===== config.mk =====
export PLATFORM = sky130hd
export DESIGN_NAME = otg_irq_latch
export DESIGN_NICKNAME = d
export VERILOG_FILES = /design/src/rtl/otg_irq_pkg.sv /design/src/rtl/otg_irq_edge.sv /design/src/rtl/otg_irq_core.sv /design/src/rtl/otg_irq_latch.sv
export SDC_FILE = /design/constraint.sdc
export NUM_CORES = 1
export LEC_CHECK = 0
export BUFFER_PORTS_ARGS = -buffer_cell sky130_fd_sc_hd__buf_2
export CAP_MARGIN = 20
export CORE_MARGIN = 4
export CORE_UTILIZATION = 49
export DETAILED_ROUTE_END_ITERATION = 8
export HOLD_SLACK_MARGIN = 0.06
export PLACE_DENSITY = 0.74
export SLEW_MARGIN = 20
export SYNTH_ARGS = -nofsm -noshare
export SYNTH_HDL_FRONTEND = slang
export SYNTH_SLANG_ARGS = --single-unit

===== constraint.sdc =====
create_clock -name clk -period 1.7 [get_ports clk]
set_input_delay 0.34 -clock clk [delete_from_list [all_inputs] [get_ports clk]]
set_output_delay 0.34 -clock clk [all_outputs]
set_load 0.02 [all_outputs]

===== src/rtl/otg_irq_pkg.sv =====
package otg_irq_pkg;
  localparam int NSRC = 8;
  localparam logic [7:0] ADR_SRC  = 8'h08;
  localparam logic [7:0] ADR_SET  = 8'h0A;
  localparam logic [7:0] ADR_CLR  = 8'h0B;
  localparam logic [7:0] ADR_RISE = 8'h0C;
  localparam logic [7:0] ADR_FALL = 8'h0D;
endpackage


===== src/rtl/otg_irq_edge.sv =====
module otg_irq_edge #(
  parameter int W = 8
) (
  input  logic         clk,
  input  logic         rst,
  input  logic [W-1:0] raw_i,
  output logic [W-1:0] src_o,
  output logic [W-1:0] rise_o,
  output logic [W-1:0] fall_o
);
  logic [W-1:0] src_q;
  logic [W-1:0] prev_q;

  always_ff @(posedge clk) begin
    if (rst) begin
      src_q  <= '0;
      prev_q <= '0;
    end else begin
      src_q  <= raw_i;
      prev_q <= src_q;
    end
  end

  for (genvar i = 0; i < W; i++) begin : g_bit
    assign rise_o[i] = src_q[i] & ~prev_q[i];
    assign fall_o[i] = ~src_q[i] & prev_q[i];
  end

  assign src_o = src_q;


  prev_tracks_src_chk: assert property (@(posedge clk) disable iff (rst)
    !$past(rst) |-> prev_q == $past(src_q));
endmodule


===== src/rtl/otg_irq_core.sv =====
module otg_irq_core #(
  parameter int W = 8
) (
  input  logic         clk,
  input  logic         rst,
  input  logic [W-1:0] rise_i,
  input  logic [W-1:0] fall_i,
  input  logic         wr_rise_i,
  input  logic         wr_fall_i,
  input  logic         wr_set_i,
  input  logic         wr_clr_i,
  input  logic [W-1:0] wdata_i,
  output logic [W-1:0] en_rise_o,
  output logic [W-1:0] en_fall_o,
  output logic [W-1:0] latch_o,
  output logic         irq_o
);
  logic [W-1:0] en_rise_q, en_fall_q, latch_q, latch_d;
  logic [W-1:0] hit, set_m, clr_m;
  logic         irq_q;

  assign hit   = (rise_i & en_rise_q) | (fall_i & en_fall_q);
  assign set_m = wr_set_i ? wdata_i : '0;
  assign clr_m = wr_clr_i ? wdata_i : '0;
  assign latch_d = ((latch_q | set_m) & ~clr_m) | hit;

  always_ff @(posedge clk) begin
    if (rst) begin
      en_rise_q <= '0;
      en_fall_q <= '0;
      latch_q   <= '0;
      irq_q     <= 1'b0;
    end else begin
      if (wr_rise_i) en_rise_q <= wdata_i;
      if (wr_fall_i) en_fall_q <= wdata_i;
      latch_q <= latch_d;
      irq_q   <= |latch_d;
    end
  end

  assign en_rise_o = en_rise_q;
  assign en_fall_o = en_fall_q;
  assign latch_o   = latch_q;
  assign irq_o     = irq_q;


  no_spurious_set_chk: assert property (@(posedge clk) disable iff (rst)
    !$past(rst) |-> ((latch_q & ~$past(latch_q)) & ~($past(set_m) | $past(hit))) == '0);

  clear_takes_chk: assert property (@(posedge clk) disable iff (rst)
    !$past(rst) |-> (latch_q & $past(clr_m) & ~$past(hit)) == '0);

  irq_matches_chk: assert property (@(posedge clk) disable iff (rst)
    irq_q == (|latch_q));

  rise_en_hold_chk: assert property (@(posedge clk) disable iff (rst)
    !wr_rise_i |=> $stable(en_rise_q));

  fall_en_hold_chk: assert property (@(posedge clk) disable iff (rst)
    !wr_fall_i |=> $stable(en_fall_q));
endmodule


===== src/rtl/otg_irq_latch.sv =====
module otg_irq_latch
  import otg_irq_pkg::*;
#(
  parameter int ADDR_W = 8
) (
  input  logic              clk,
  input  logic              rst,
  input  logic              vbus_valid_i,
  input  logic              sess_valid_i,
  input  logic              dp_high_i,
  input  logic              id_ground_i,
  input  logic              dm_high_i,
  input  logic              id_open_i,
  input  logic              disc_acon_en_i,
  input  logic              disc_acon_evt_i,
  input  logic              sess_end_cmp_i,
  input  logic              dp_int_cmp_i,
  input  logic              reg_wr_i,
  input  logic [ADDR_W-1:0] reg_addr_i,
  input  logic [NSRC-1:0]   reg_wdata_i,
  output logic [NSRC-1:0]   reg_rdata_o,
  output logic              irq_o
);
  logic [NSRC-1:0] raw, src, rise, fall, en_rise, en_fall, latch;
  logic [NSRC-1:0] rdata_q;
  logic wr_rise, wr_fall, wr_set, wr_clr;

  assign raw = {sess_end_cmp_i | dp_int_cmp_i,
                disc_acon_en_i & disc_acon_evt_i,
                id_open_i, dm_high_i, id_ground_i,
                dp_high_i, sess_valid_i, vbus_valid_i};

  assign wr_set  = reg_wr_i && (reg_addr_i == ADDR_W'(ADR_SET));
  assign wr_clr  = reg_wr_i && (reg_addr_i == ADDR_W'(ADR_CLR));
  assign wr_rise = reg_wr_i && (reg_addr_i == ADDR_W'(ADR_RISE));
  assign wr_fall = reg_wr_i && (reg_addr_i == ADDR_W'(ADR_FALL));

  otg_irq_edge #(.W(NSRC)) edge_i (
    .clk(clk), .rst(rst), .raw_i(raw),
    .src_o(src), .rise_o(rise), .fall_o(fall)
  );

  otg_irq_core #(.W(NSRC)) core_i (
    .clk(clk), .rst(rst), .rise_i(rise), .fall_i(fall),
    .wr_rise_i(wr_rise), .wr_fall_i(wr_fall),
    .wr_set_i(wr_set), .wr_clr_i(wr_clr), .wdata_i(reg_wdata_i),
    .en_rise_o(en_rise), .en_fall_o(en_fall),
    .latch_o(latch), .irq_o(irq_o)
  );

  always_ff @(posedge clk) begin
    if (rst) begin
      rdata_q <= '0;
    end else begin
      if (reg_addr_i == ADDR_W'(ADR_SRC))       rdata_q <= src;
      else if (reg_addr_i == ADDR_W'(ADR_SET))  rdata_q <= latch;
      else if (reg_addr_i == ADDR_W'(ADR_RISE)) rdata_q <= en_rise;
      else if (reg_addr_i == ADDR_W'(ADR_FALL)) rdata_q <= en_fall;
      else                                      rdata_q <= '0;
    end
  end

  assign reg_rdata_o = rdata_q;
endmodule


==> results.yml <==
logic_synthesis:
  synth_edf_count: 0
  yosysTopAreaCellShare: 0.4760
  yosys.area.top_type: "dfxtp_1"
  synthFlopType: "dfxtp_1"
  synth_area_leaders: "dfxtp_1, nor2b_1, mux2i_1, nor2_1, nand2_1"
  syn_nets: 261
  synthDistinctLibCells: 29
  syn_avg_cell_area_um2: 8.882
  netlist_area_um2: 2061
  synth_seq_cells: 49
  ys_seq_area_frac: 0.4760
  synthCells: 232
  ys_warn_count: 0
  async_flop_share: 0
sta:
  fin_skew_ns: 0.007657
  final.setup.tns_ns: 0
  slew_viol_final: 0
  hold_violations: 0
  setup_violations: 0
  fin_crit_sh: 0.9405
  relSlewSlack: 0.7730
  rsz0062_at_grt: "no"
  fin_crit_ns: 1.599
  tightest_slew_ns: 0.3398
  fmax_mhz: 625.5
worst_setup_path:
  crit_start: "reg_addr_i[5]"
  r2r_end: "core_i.irq_o"
  worstPathArrival_ns: 1.77
  worst-path-buf-inv: 2
  reg2reg_depth: 5
  critPathMaxStageDelay_ns: 0.36
  critPathKind: "in -> reg"
  crit_fanout: 4
  reg2reg_from: "edge_i.prev_q[7]"
  r2r_slack_ns: 0.25
  critPathSlowestCell: "nor4bb_4"
  start_kind: "input port"
  crit_family: "simple AND/OR/NAND/NOR gates"
  path_cells: "buf_2 > nor4bb_4 > buf_4 > a31oi_1 > a311o_1 > nor4_1 > a41oi_1"
  crit_path_end_kind: "flip-flop"
  cp.required_ns: 1.87
cells_and_area:
  nets: 313
  area_delta_synth_final_pct: 21.37
  drive_gt1_frac: 0.2359
  final_common_cell: "dfxtp_1"
  layout_common_cells: "dfxtp_1, buf_2, nor2b_1, nor2_1, buf_4"
  n_antenna_cell: 0
place:
  io_buffers: 37
  place.gp.congestion: 0.8217
  dpl.hpwl_um: 3504
clock_network:
  cts_htree_levels: 2
  cts_buffers: 5
  clockBufferDepth: 2
  cts_tree: "built"
  ctsHoldBuffers: 0
  root_buffer: "clkbuf_8"
  clk_pin_slew_ns: 0.08
  insertion_delay_ns: 0.30
  cts-resized-gates: 0
  cts_setup_buffers: 0
  cts.sinks: 49
floorplan:
  fp.dieW_um: 72.85
  core_um2: 4029
  initial_core_util: 0.5115
  die_h_um: 72.85
  rows: 23
  dieArea_um2: 5307
  ioPinCount: 38
global_route:
  grt_first_pass_wirelength_um: 8121
  grt-ovfl-total: 0
  grt_antenna_before_repair: 0
  grt_pass1_vias: 1823
  grt_max_degree: 19
  track_usage: 0.1973
worst_hold_path:
  hold_path_end: "edge_i.src_o[7]"
  worstHoldStart: "sess_end_cmp_i"
  hold_path.class: "in -> reg"
  min_path_cells: 3
route:
  dr.first_iter.drc_count: 121
  drc: 0
  ant_nets: 0
  viasPerCell: 5.494
  wl_per_cell_um: 14.52
  wirelength_um: 4851
  vias: 1835
  drt_pass1_iterations: 4
power_and_ir_drop:
  power.leakage_nw: 1.011
  p_per_area_nw_per_um2: 801.2
  power_mw: 2.004
  ir_drop_mv: 0.3494
outcome:
  status: "finished clean"
run:
  maxCapViolCount: 0
==> cell families after synthesis <==
kind of cell / Yosys count / synth area share
AO/OA/AOI/OAI: 49 / 0.1560
buffers and inverters: 24 / 0.05282
flip-flops: 49 / 0.4760
multiplexers: 8 / 0.03886
AND/OR/NAND/NOR: 102 / 0.2763
==> state kept, by name, summed over array words and instances, names as in the netlist <==
register          cells
core_i.latch_o        8
edge_i.src_o          8
edge_i.prev_q         8
core_i.en_fall_o      8
reg_rdata_o           8
core_i.irq_o          1
core_i.en_rise_o      8
==> Yosys cell counts, types with 2 or more instances <==
cell / number
nor2_1: 21
o22ai_1: 8
a311o_1: 5
a31oi_1: 5
buf_2: 3
dfxtp_1: 49
inv_1: 10
and3_1: 4
a22oi_1: 8
and2_1: 6
a21oi_1: 11
nand2_1: 18
clkbuf_1: 7
buf_4: 2
nor4_1: 3
nand3b_1: 8
mux2i_1: 8
a311oi_1: 2
nor3_1: 8
nor2b_1: 23
o21ai_0: 8
nand3_1: 8
==> through the flow <==
step                      utilization  hold WS (ns)  worst slack, ns  cells  cell area, um^2
after floorplan                     -        0.4500         -0.02000    232             2068
after global placement         0.5994        0.4617          -0.1894    327             2415
after detailed placement       0.5994        0.4683          -0.2206    327             2415
after CTS                      0.6208        0.2432          0.09441    334             2501
after global routing           0.6208        0.2526          0.01345    334             2501
final                          0.6208        0.2398           0.1012    334             2501
==> worst min-delay path: stages <==
cell    delay, ns
buf_2        0.07
nor2_1       0.03
nor2_1       0.06
==> worst max-delay path by stage <==
stage / to / depth (start not counted)
after global placement: core_i.irq_o / 7
after detailed placement: core_i.irq_o / 7
after global routing: core_i.irq_o / 6
final: core_i.irq_o / 7
after floorplan: core_i.irq_o / 6
after CTS: core_i.irq_o / 7
==> routing by layer <==
metal  vias to the layer above  GRT usage  routed length, um  part of all wire
li1                        912          -                  -                 -
met1                       851     0.2459               2151              0.44
met2                        66     0.3317               2286              0.47
met3                         6    0.04821                346             0.071
met4                         0    0.06762                 68             0.014
met5                         -          0                  0                 0
==> cell type report <==
cell class,instances,area (um^2)
fillers,375,1528
flip-flops and latches,49,980.9
multi-input cells,159,970.9
repair buffers,59,362.8
clock buffers,7,86.33
well taps,50,62.56
inverters,10,37.54
==> power by group <==
part           total [mW]  internal (mW)  leakage [nW]  switching (mW)
Combinational       0.146         0.0681         0.569          0.0779
Clock               0.680          0.323        0.0443           0.356
Sequential           1.18           1.17         0.398          0.0126
Total                2.00           1.56          1.01           0.447
Note: power is estimated with default switching activity, not from simulation.
